**config.mk**
```make
export PLATFORM = sky130hd
export DESIGN_NAME = seg_addr_gen
export DESIGN_NICKNAME = d
export VERILOG_FILES = /design/src/rtl/seg_addr_pkg.sv /design/src/rtl/seg_regfile.sv /design/src/rtl/seg_select.sv /design/src/rtl/seg_addr_adder.sv /design/src/rtl/seg_addr_gen.sv
export SDC_FILE = /design/constraint.sdc
export NUM_CORES = 1
export LEC_CHECK = 0
export BUFFER_PORTS_ARGS = -buffer_cell sky130_fd_sc_hd__buf_2
export CAP_MARGIN = 20
export CELL_PAD_IN_SITES_DETAIL_PLACEMENT = 0
export CELL_PAD_IN_SITES_GLOBAL_PLACEMENT = 1
export CORE_MARGIN = 3
export CORE_UTILIZATION = 40
export CTS_CLUSTER_DIAMETER = 30
export CTS_CLUSTER_SIZE = 24
export DETAILED_ROUTE_END_ITERATION = 12
export PLACE_DENSITY = 0.84
export SLEW_MARGIN = 20
export SYNTH_ARGS = -nofsm -noshare
export SYNTH_HDL_FRONTEND = slang
export SYNTH_SLANG_ARGS = --single-unit
```
**constraint.sdc**
```tcl
create_clock -name clk -period 2.7 [get_ports clk]
set_input_delay 0.27 -clock clk [delete_from_list [all_inputs] [get_ports clk]]
set_output_delay 0.27 -clock clk [all_outputs]
set_load 0.01 [all_outputs]
```
**src/rtl/seg_addr_pkg.sv**
```systemverilog
package seg_addr_pkg;
  localparam int SEG_W   = 16;
  localparam int OFF_W   = 16;
  localparam int SHIFT   = 4;
  localparam int ADDR_W  = 20;
  localparam int NSEG    = 4;
  localparam int SEL_W   = $clog2(NSEG);

  typedef enum logic [1:0] {
    SEG_EXTRA = 2'b00,
    SEG_CODE  = 2'b01,
    SEG_STACK = 2'b10,
    SEG_DATA  = 2'b11
  } seg_sel_e;

  typedef struct packed {
    logic                 fetch;
    logic [SEL_W-1:0]     sel;
    logic [OFF_W-1:0]     ip;
    logic [OFF_W-1:0]     ea;
  } seg_req_t;
endpackage

```
**src/rtl/seg_regfile.sv**
```systemverilog
module seg_regfile
  import seg_addr_pkg::*;
#(
  parameter int W        = SEG_W,
  parameter int N        = NSEG,
  parameter int CODE_IDX = 1,
  localparam int SW      = $clog2(N)
) (
  input  logic           clk,
  input  logic           rst_n,
  input  logic           wr_en,
  input  logic [SW-1:0]  wr_sel,
  input  logic [W-1:0]   wr_data,
  output logic [N*W-1:0] seg_flat
);
  for (genvar g = 0; g < N; g++) begin : g_seg
    localparam logic [W-1:0] RST_VAL = (g == CODE_IDX) ? {W{1'b1}} : {W{1'b0}};
    logic         en;
    logic [W-1:0] q;
    logic [W-1:0] d;

    always_comb begin
      en = wr_en && (wr_sel == SW'(g));
      d  = en ? wr_data : q;
    end

    always_ff @(posedge clk or negedge rst_n) begin
      if (!rst_n) q <= RST_VAL;
      else        q <= d;
    end

    assign seg_flat[g*W +: W] = q;
  end
endmodule

```
**src/rtl/seg_select.sv**
```systemverilog
module seg_select
  import seg_addr_pkg::*;
#(
  parameter int W  = SEG_W,
  parameter int OW = OFF_W,
  parameter int N  = NSEG,
  localparam int SW = $clog2(N)
) (
  input  logic [N*W-1:0] seg_flat,
  input  logic           fetch,
  input  logic [SW-1:0]  sel,
  input  logic [OW-1:0]  ip,
  input  logic [OW-1:0]  ea,
  output logic [W-1:0]   seg_val,
  output logic [OW-1:0]  off_val
);
  logic [SW-1:0] idx;

  always_comb begin
    idx     = fetch ? SW'(SEG_CODE) : sel;
    seg_val = seg_flat[idx*W +: W];
    off_val = fetch ? ip : ea;
  end
endmodule

```
**src/rtl/seg_addr_adder.sv**
```systemverilog
module seg_addr_adder
  import seg_addr_pkg::*;
#(
  parameter int W  = SEG_W,
  parameter int OW = OFF_W,
  parameter int SH = SHIFT,
  parameter int AW = ADDR_W
) (
  input  logic [W-1:0]  seg_val,
  input  logic [OW-1:0] off_val,
  output logic [AW-1:0] phys
);
  localparam int BW = W + SH;
  logic [BW-1:0] base_wide;
  logic [AW-1:0] base;
  logic [AW-1:0] off_ext;

  always_comb begin
    base_wide = {seg_val, {SH{1'b0}}};
    base      = AW'(base_wide);
    off_ext   = AW'(off_val);
    phys      = base + off_ext;
  end
endmodule

```
**src/rtl/seg_addr_gen.sv**
```systemverilog
module seg_addr_gen
  import seg_addr_pkg::*;
(
  input  logic              clk,
  input  logic              rst_n,
  input  logic              seg_wr_en,
  input  logic [SEL_W-1:0]  seg_wr_sel,
  input  logic [SEG_W-1:0]  seg_wr_data,
  input  logic              req_valid,
  input  logic              req_fetch,
  input  logic [SEL_W-1:0]  req_seg,
  input  logic [OFF_W-1:0]  ip_in,
  input  logic [OFF_W-1:0]  ea_in,
  output logic [ADDR_W-1:0] addr_out,
  output logic              addr_valid
);
  logic [1:0]            rst_pipe;
  logic                  rst_sync_n;
  logic [NSEG*SEG_W-1:0] seg_flat;
  logic [SEG_W-1:0]      seg_val;
  logic [OFF_W-1:0]      off_val;
  logic [ADDR_W-1:0]     phys;
  logic [ADDR_W-1:0]     addr_d;
  logic                  valid_d;
  seg_req_t              req;

  always_ff @(posedge clk or negedge rst_n) begin
    if (!rst_n) rst_pipe <= 2'b00;
    else        rst_pipe <= {rst_pipe[0], 1'b1};
  end
  assign rst_sync_n = rst_pipe[1];

  assign req = '{fetch: req_fetch, sel: req_seg, ip: ip_in, ea: ea_in};

  seg_regfile #(.W(SEG_W), .N(NSEG), .CODE_IDX(int'(SEG_CODE))) u_regs (
    .clk     (clk),
    .rst_n   (rst_sync_n),
    .wr_en   (seg_wr_en),
    .wr_sel  (seg_wr_sel),
    .wr_data (seg_wr_data),
    .seg_flat(seg_flat)
  );

  seg_select #(.W(SEG_W), .OW(OFF_W), .N(NSEG)) u_sel (
    .seg_flat(seg_flat),
    .fetch   (req.fetch),
    .sel     (req.sel),
    .ip      (req.ip),
    .ea      (req.ea),
    .seg_val (seg_val),
    .off_val (off_val)
  );

  seg_addr_adder #(.W(SEG_W), .OW(OFF_W), .SH(SHIFT), .AW(ADDR_W)) u_add (
    .seg_val(seg_val),
    .off_val(off_val),
    .phys   (phys)
  );

  always_comb begin
    valid_d = req_valid;
    addr_d  = req_valid ? phys : addr_out;
  end

  always_ff @(posedge clk or negedge rst_sync_n) begin
    if (!rst_sync_n) begin
      addr_out   <= '0;
      addr_valid <= 1'b0;
    end else begin
      addr_out   <= addr_d;
      addr_valid <= valid_d;
    end
  end
endmodule

```
==> impl_metrics.tcl, run 1 <==
set metrics [dict create \
    rsz0062_at_grt "yes" \
    relSlewSlack 0.629 \
    gr-total-overflow 0 \
    synth-async-reset-ratio 1.00 \
    synthAdderAreaFrac 0.0371 \
    placed_cells 655 \
    cellInternalPower_mw 3.08 \
    crit_path_start_kind "flop" \
    clkPwrFrac 0.284 \
    grt_pass1_wl_microns 17700 \
    rows 38 \
    switching_share 0.293 \
    place_congestion 0.820 \
    peakVddDrop_uv 325 \
    wl_per_cell_microns 16.1 \
    antenna_found_initial 0 \
    violations "setup timing" \
    grt_max_degree 42 \
    synth_common_cells "84 x mux2_2, 71 x dfrtp_1, 27 x nor2_1, 26 x a21oi_1, 26 x nand2_1" \
    cts_buffers 9 \
    setup_tns_ps -23.5 \
    clockBufferDepth 2 \
    nFillCells 970 \
    met2_length_microns 5440 \
    synthTopCellsByArea "dfrtp_1 39%, mux2_2 21%, dfstp_2 9.2%, mux2i_1 4.4%, ha_1 3.3%" \
    cp-end-kind "flop" \
    worst-path-max-fanout 3 \
    hpwl_microns 8200 \
    final_nets 602 \
    max_freq_ghz 0.368 \
    synth_warnings 0 \
    synth_top_area_cell "dfrtp_1" \
    wirelength_microns 10900 \
    ys_ff_latch 87 \
    muxShareOfSynthArea 0.253 \
    io_buffers 77 \
    setup_viol 2 \
    path_class "reg -> reg" \
    antenna_left 0 \
    vias 3546 \
    critPathRequiredTime_ps 2930 \
    clkSinkCount 87 \
    drtPass1Iterations 4 \
    synth_cells 398 \
    antennaDiodeCount 0 \
    area_delta_synth_final_pct 29.0 \
    hold_path_class "in -> reg" \
    cap_violations 0 \
    die_h_microns 113 \
    grt.total_usage 0.177 \
    clkLatencyLatePin_ps 340 \
    yosysSeqAreaShare 0.479 \
    fin_hold_ws_ps 204 \
    critPathArrivalTime_ps 2940 \
    die_area_sq_um 12800 \
    synth_cell_type_count 47 \
    initialDrtViolationCount 100 \
    start_util 0.416 \
    mappedNetlistNets 468 \
    synth_compound_area_frac 0.115 \
    ioPinCount 78 \
    slew_violations 0 \
    status "finished with violations" \
    finalCritPeriodShare 1.01 \
    tightestPinTransition_ps 556 \
    syn-cell-area_sq_um 4590 \
    synth.avg_cell_area_sq_um 11.5 \
    powerDensity_nw_per_um2 736 \
    top_layer "met4" \
    synth_top_family_by_area "multiplexers" \
    combinationalPowerShare 0.302 \
    period_needed_ps 2720 \
    drc_errors 0 \
    cellLeakagePower_nw 2.73 \
    cts_tree "done" \
    coreArea_sq_um 11000 \
    cts_root_buf "clkbuf_16" \
    clkTransAtPathRegs_ps 60 \
    worst_slack_ps -18.8 \
    synth-main-ff-cell "dfrtp_1" \
    synth_most_common_cell "mux2_2" \
    switching_power_mw 1.28 \
    seq_power_share 0.414 \
    synth_edf_count 0 \
    wirelength_met1_microns 4760 \
    wl_met3_microns 497 \
    grt_pass1_vias 3638 \
    synth_xor_area_frac 0.0153 \
    fin_skew_ps 7.43 \
    drive_gt1_frac 0.501 \
    h-tree-depth 3 \
    post_synth_and_or_nand_nor_area_fraction 0.0761 \
    stdcell_count 677 \
    synth_top_area_share 0.387 \
    hold_viol 0 \
    viasPerCell 5.24 \
    fp.dieW_microns 113 \
]
-- per-stage QoR --
stage / setup WS (ps) / utilization / power [mW] / instance area, sq um
after floorplan: -318 / - / 2.60 / 4660
after global placement: -291 / 0.504 / 3.06 / 5560
after detailed placement: -333 / 0.504 / 3.11 / 5560
after CTS: -23.6 / 0.532 / 4.37 / 5870
after global routing: -205 / 0.536 / 4.60 / 5920
final: -18.8 / 0.536 / 4.35 / 5920
-- critical path: stages (launching register included) --
cell and delay [ps]:
dfrtp_1 380, mux2i_1 130, nor2_1 60, a21oi_1 120, o21ai_1 80, ha_2 180, inv_2 50, fa_2 220
nor2b_4 50, o31a_1 250, o31a_1 340, o41ai_4 360, xnor2_1 120, mux2_4 260
-- kinds of logic (layout without fill, tap and decap cells) --
| group | after synthesis | after routing |
|---|---|---|
| AO/OA/AOI/OAI | 81 | 81 |
| XOR/XNOR | 8 | 8 |
| adder cells (fa/ha/maj) | 13 | 13 |
| buffers and inverters | 27 | 166 |
| flip-flops | 87 | 87 |
| multiplexers | 105 | 105 |
| other | 1 | 1 |
| AND/OR/NAND/NOR | 76 | 76 |
-- final timing paths --
check                                startpoint              endpoint  slack, ps  cells after the start
max in group asynchronous           rst_pipe[1]  u_regs.g_seg[1].q[1]       1590                      1
setup / recovery           u_regs.g_seg[3].q[0]          addr_out[16]        -20                     13
hold reg to reg                     rst_pipe[1]  u_regs.g_seg[2].q[5]        320                      0
min in group asynchronous                 rst_n           rst_pipe[1]        240                      2
setup reg to reg           u_regs.g_seg[3].q[0]          addr_out[16]        -20                     13
hold / removal                   seg_wr_data[6]  u_regs.g_seg[3].q[6]        200                      2
-- layout by cell type (no fill, tap or decap), drive strengths merged, types with 4 or more instances in the layout --
master,synthesis,final
buf,8,141
mux2,85,85
dfrtp,71,71
nor2,27,27
a21oi,26,26
nand2,26,26
mux2i,20,20
o21ai,20,20
dfstp,16,16
ha,12,12
clkbuf,11,11
inv,8,9
xnor2,7,7
nand3,5,5
a21o,4,4
-- registers in the layout (all words and copies together), names as in the netlist --
name	cells
addr_out	20
u_regs.g_seg.q	64
rst_pipe	2
addr_valid	1
-- layer usage --
metal / global-route usage / up-vias
li1: - / 1717
met1: 0.220 / 1741
met2: 0.300 / 72
met3: 0.0364 / 16
met4: 0.0737 / 0
met5: 0 / -
-- power groups by stage --
stage,Sequential (mW),Combinational (mW),Clock (mW)
2_1_floorplan,1.84,0.760,0
3_3_place_gp,1.81,1.25,0
5_1_grt,1.85,1.45,1.30
6_report,1.80,1.32,1.23
3_5_place_dp,1.83,1.28,0
4_1_cts,1.81,1.29,1.27
-- timing repair --
action                                 CTS  global route
setup endpoints to repair                2             5
endpoints found under the hold margin    2             0
gates resized for setup                  0             7
buffers inserted                         1             4
hold buffers                             1             0
pin swaps                                7             6
-- cell type report --
| type | count | area, sq um | area share |
|---|---|---|---|
| multi-input combinational | 284 | 2330 | 0.393 |
| inverter | 8 | 30.0 | 0.00508 |
| clock buffer | 11 | 233 | 0.0393 |
| clock inverter | 5 | 58.8 | 0.00994 |
| tap | 140 | 175 | 0.0296 |
| sequential | 87 | 2200 | 0.372 |
| timing repair buffer | 142 | 892 | 0.151 |
Note: power is estimated with default switching activity, not from simulation.
==> run 2, diff against run 1 <==
--- a/config.mk
+++ b/config.mk
@@ -14,6 +14,7 @@
 export CTS_CLUSTER_DIAMETER = 30
 export CTS_CLUSTER_SIZE = 24
 export DETAILED_ROUTE_END_ITERATION = 12
+export GPL_TIMING_DRIVEN = 0
 export PLACE_DENSITY = 0.84
 export SLEW_MARGIN = 20
 export SYNTH_ARGS = -nofsm -noshare
==> constraint.sdc (replaced) <==
create_clock -name clk -period 2.7 [get_ports clk]
set_input_delay 0.135 -clock clk [delete_from_list [all_inputs] [get_ports clk]]
set_output_delay 0.135 -clock clk [all_outputs]
set_load 0.01 [all_outputs]
==> impl_metrics.tcl, run 2 (synthesis results as in run 1) <==
set metrics [dict create \
    status "finished with violations" \
    violations "setup timing" \
    slew_violations 0 \
    io_buffers 75 \
    critical-path-max-stage-delay_ps 400 \
    cp-end-kind "flop" \
    peakVddDrop_uv 390 \
    crit_path_start_kind "flop" \
    wl_per_cell_microns 16.5 \
    antenna_found_initial 0 \
    clkTransAtPathRegs_ps 70 \
    top_regs "u_regs.g_seg.q x64, addr_out x20, rst_pipe x2" \
    start_util 0.416 \
    critPathArrivalTime_ps 3020 \
    hpwl_microns 7810 \
    crit_end "addr_out[16]" \
    cts_tree "done" \
    cellInternalPower_mw 2.89 \
    seq_power_share 0.432 \
    slowest_stage "o41ai_4" \
    hold_path_class "in -> reg" \
    cts_buffers 9 \
    rsz0062_at_grt "yes" \
    hold_viol 0 \
    wirelength_microns 10600 \
    fin_skew_ps 6.43 \
    placed_cell_area_sq_um 5240 \
    relSlewSlack 0.566 \
    final_cell_mix "84 x mux2_2, 78 x buf_2, 70 x dfrtp_1" \
    top_register "u_regs.g_seg.q" \
    h-tree-depth 3 \
    reg2reg_depth 13 \
    critPathRequiredTime_ps 2930 \
    nFillCells 970 \
    powerDensity_nw_per_um2 738 \
    path_class "reg -> reg" \
    switching_share 0.306 \
    cts_root_buf "clkbuf_16" \
    clkPwrFrac 0.280 \
    initialDrtViolationCount 148 \
    hold_depth 2 \
    grt_pass1_vias 3420 \
    die_area_sq_um 12800 \
    regArea_sq_um 2200 \
    ioPinCount 78 \
    die_h_microns 113 \
    largest_register_ffs 64 \
    clkSinkCount 87 \
    cpMostUsedCell "o31a_1" \
    r2r_slack_ps -100 \
    final_area_sq_um 5640 \
    final_nets 565 \
    antenna_left 0 \
    grt_max_degree 51 \
    final_common_cell "mux2_2" \
    period_needed_ps 2800 \
    drive_gt1_frac 0.448 \
    vias 3395 \
    rows 38 \
    grt_pass1_wl_microns 17200 \
    clockBufferDepth 2 \
    worst_slack_ps -96.5 \
    switching_power_mw 1.27 \
    fp.dieW_microns 113 \
    antennaDiodeCount 0 \
    grt.total_usage 0.171 \
    cp-startpoint "u_regs.g_seg[3].q[0]" \
    multi_input_area_sq_um 2330 \
    clkLatencyLatePin_ps 340 \
    cellLeakagePower_nw 2.54 \
    rr_startpoint "u_regs.g_seg[3].q[0]" \
    combinationalPowerShare 0.289 \
    viasPerCell 5.30 \
    area_delta_synth_final_pct 23.0 \
    coreArea_sq_um 11000 \
    gr-total-overflow 0 \
    cap_violations 0 \
    r2r-end "addr_out[16]" \
    setup_viol 3 \
    tightestPinTransition_ps 652 \
    worst-path-max-fanout 3 \
    max_freq_ghz 0.358 \
    finalCritPeriodShare 1.04 \
    setup_tns_ps -182 \
    place_congestion 0.807 \
    drc_errors 0 \
    drtPass1Iterations 4 \
    path_cells "mux2i_1 -> nor2_1 -> a21oi_1 -> o21ai_2 -> ha_2 -> inv_2 -> fa_2 -> nor2b_4 -> o31a_1 -> o31a_1 -> o41ai_4 -> xnor2_1 -> mux2_4" \
]
[run 2: metrics by stage]
step	hold slack [ps]	worst slack (ps)	total power, mW	utilization	instances
4_1_cts	59.4	-62.3	4.16	0.508	637
6_report	68.2	-96.5	4.16	0.512	640
3_3_place_gp	-79.5	-727	2.90	0.472	613
2_1_floorplan	-161	-183	2.60	-	398
3_5_place_dp	-78.1	-755	2.96	0.475	614
5_1_grt	64.6	-212	4.40	0.512	640
[run 2: layout make-up]
class                      count  area share
inverter                       8     0.00532
clock buffer                  10      0.0406
tap                          140      0.0310
buffer                        19      0.0270
timing repair buffer          86      0.0856
sequential                    87       0.390
multi-input combinational    284       0.412
clock inverter                 6     0.00820
[run 2: how the worst min path moves through the flow]
stage                   start  slack [ps]              endpoint
4_1_cts        seg_wr_data[2]          60  u_regs.g_seg[2].q[2]
3_3_place_gp            rst_n         -80           rst_pipe[0]
6_report       seg_wr_data[2]          70  u_regs.g_seg[2].q[2]
2_1_floorplan           rst_n        -160           rst_pipe[0]
5_1_grt        seg_wr_data[2]          60  u_regs.g_seg[2].q[2]
3_5_place_dp            rst_n         -80           rst_pipe[0]
[run 2: critical path, delay by kind of cell (launching register included)]
family                   cells  cell delay [ps]
adder cells (fa/ha/maj)      2              440
buffers and inverters        1               60
flip-flops                   1              380
AND/OR/NAND/NOR              2              110
AO/OA/AOI/OAI                5             1200
multiplexers                 2              390
XOR/XNOR                     1              120
[run 2: routing by layer]
metal  global-route usage  vias to the layer above  wire, microns
li1                     -                     1646              -
met1                0.222                     1664           4690
met2                0.289                       71           5230
met3               0.0278                       14            488
met4               0.0641                        0            169
met5                    0                        -              0
[run 2: repair_timing]
action | 4_1_cts | 5_1_grt
hold buffers | 2 | 0
resized for setup | 6 | 6
endpoints found under the hold margin | 3 | 0
pin swaps | 12 | 4
endpoints found under the setup margin | 4 | 5
buffers inserted | 5 | 3
[run 2: power groups by stage]
stage / clock network (mW) / registers [mW] / logic [mW]
final: 1.16 / 1.80 / 1.20
after global routing: 1.24 / 1.84 / 1.32
after CTS: 1.19 / 1.80 / 1.17
after detailed placement: 0 / 1.82 / 1.14
after global placement: 0 / 1.81 / 1.09
after floorplan: 0 / 1.84 / 0.756
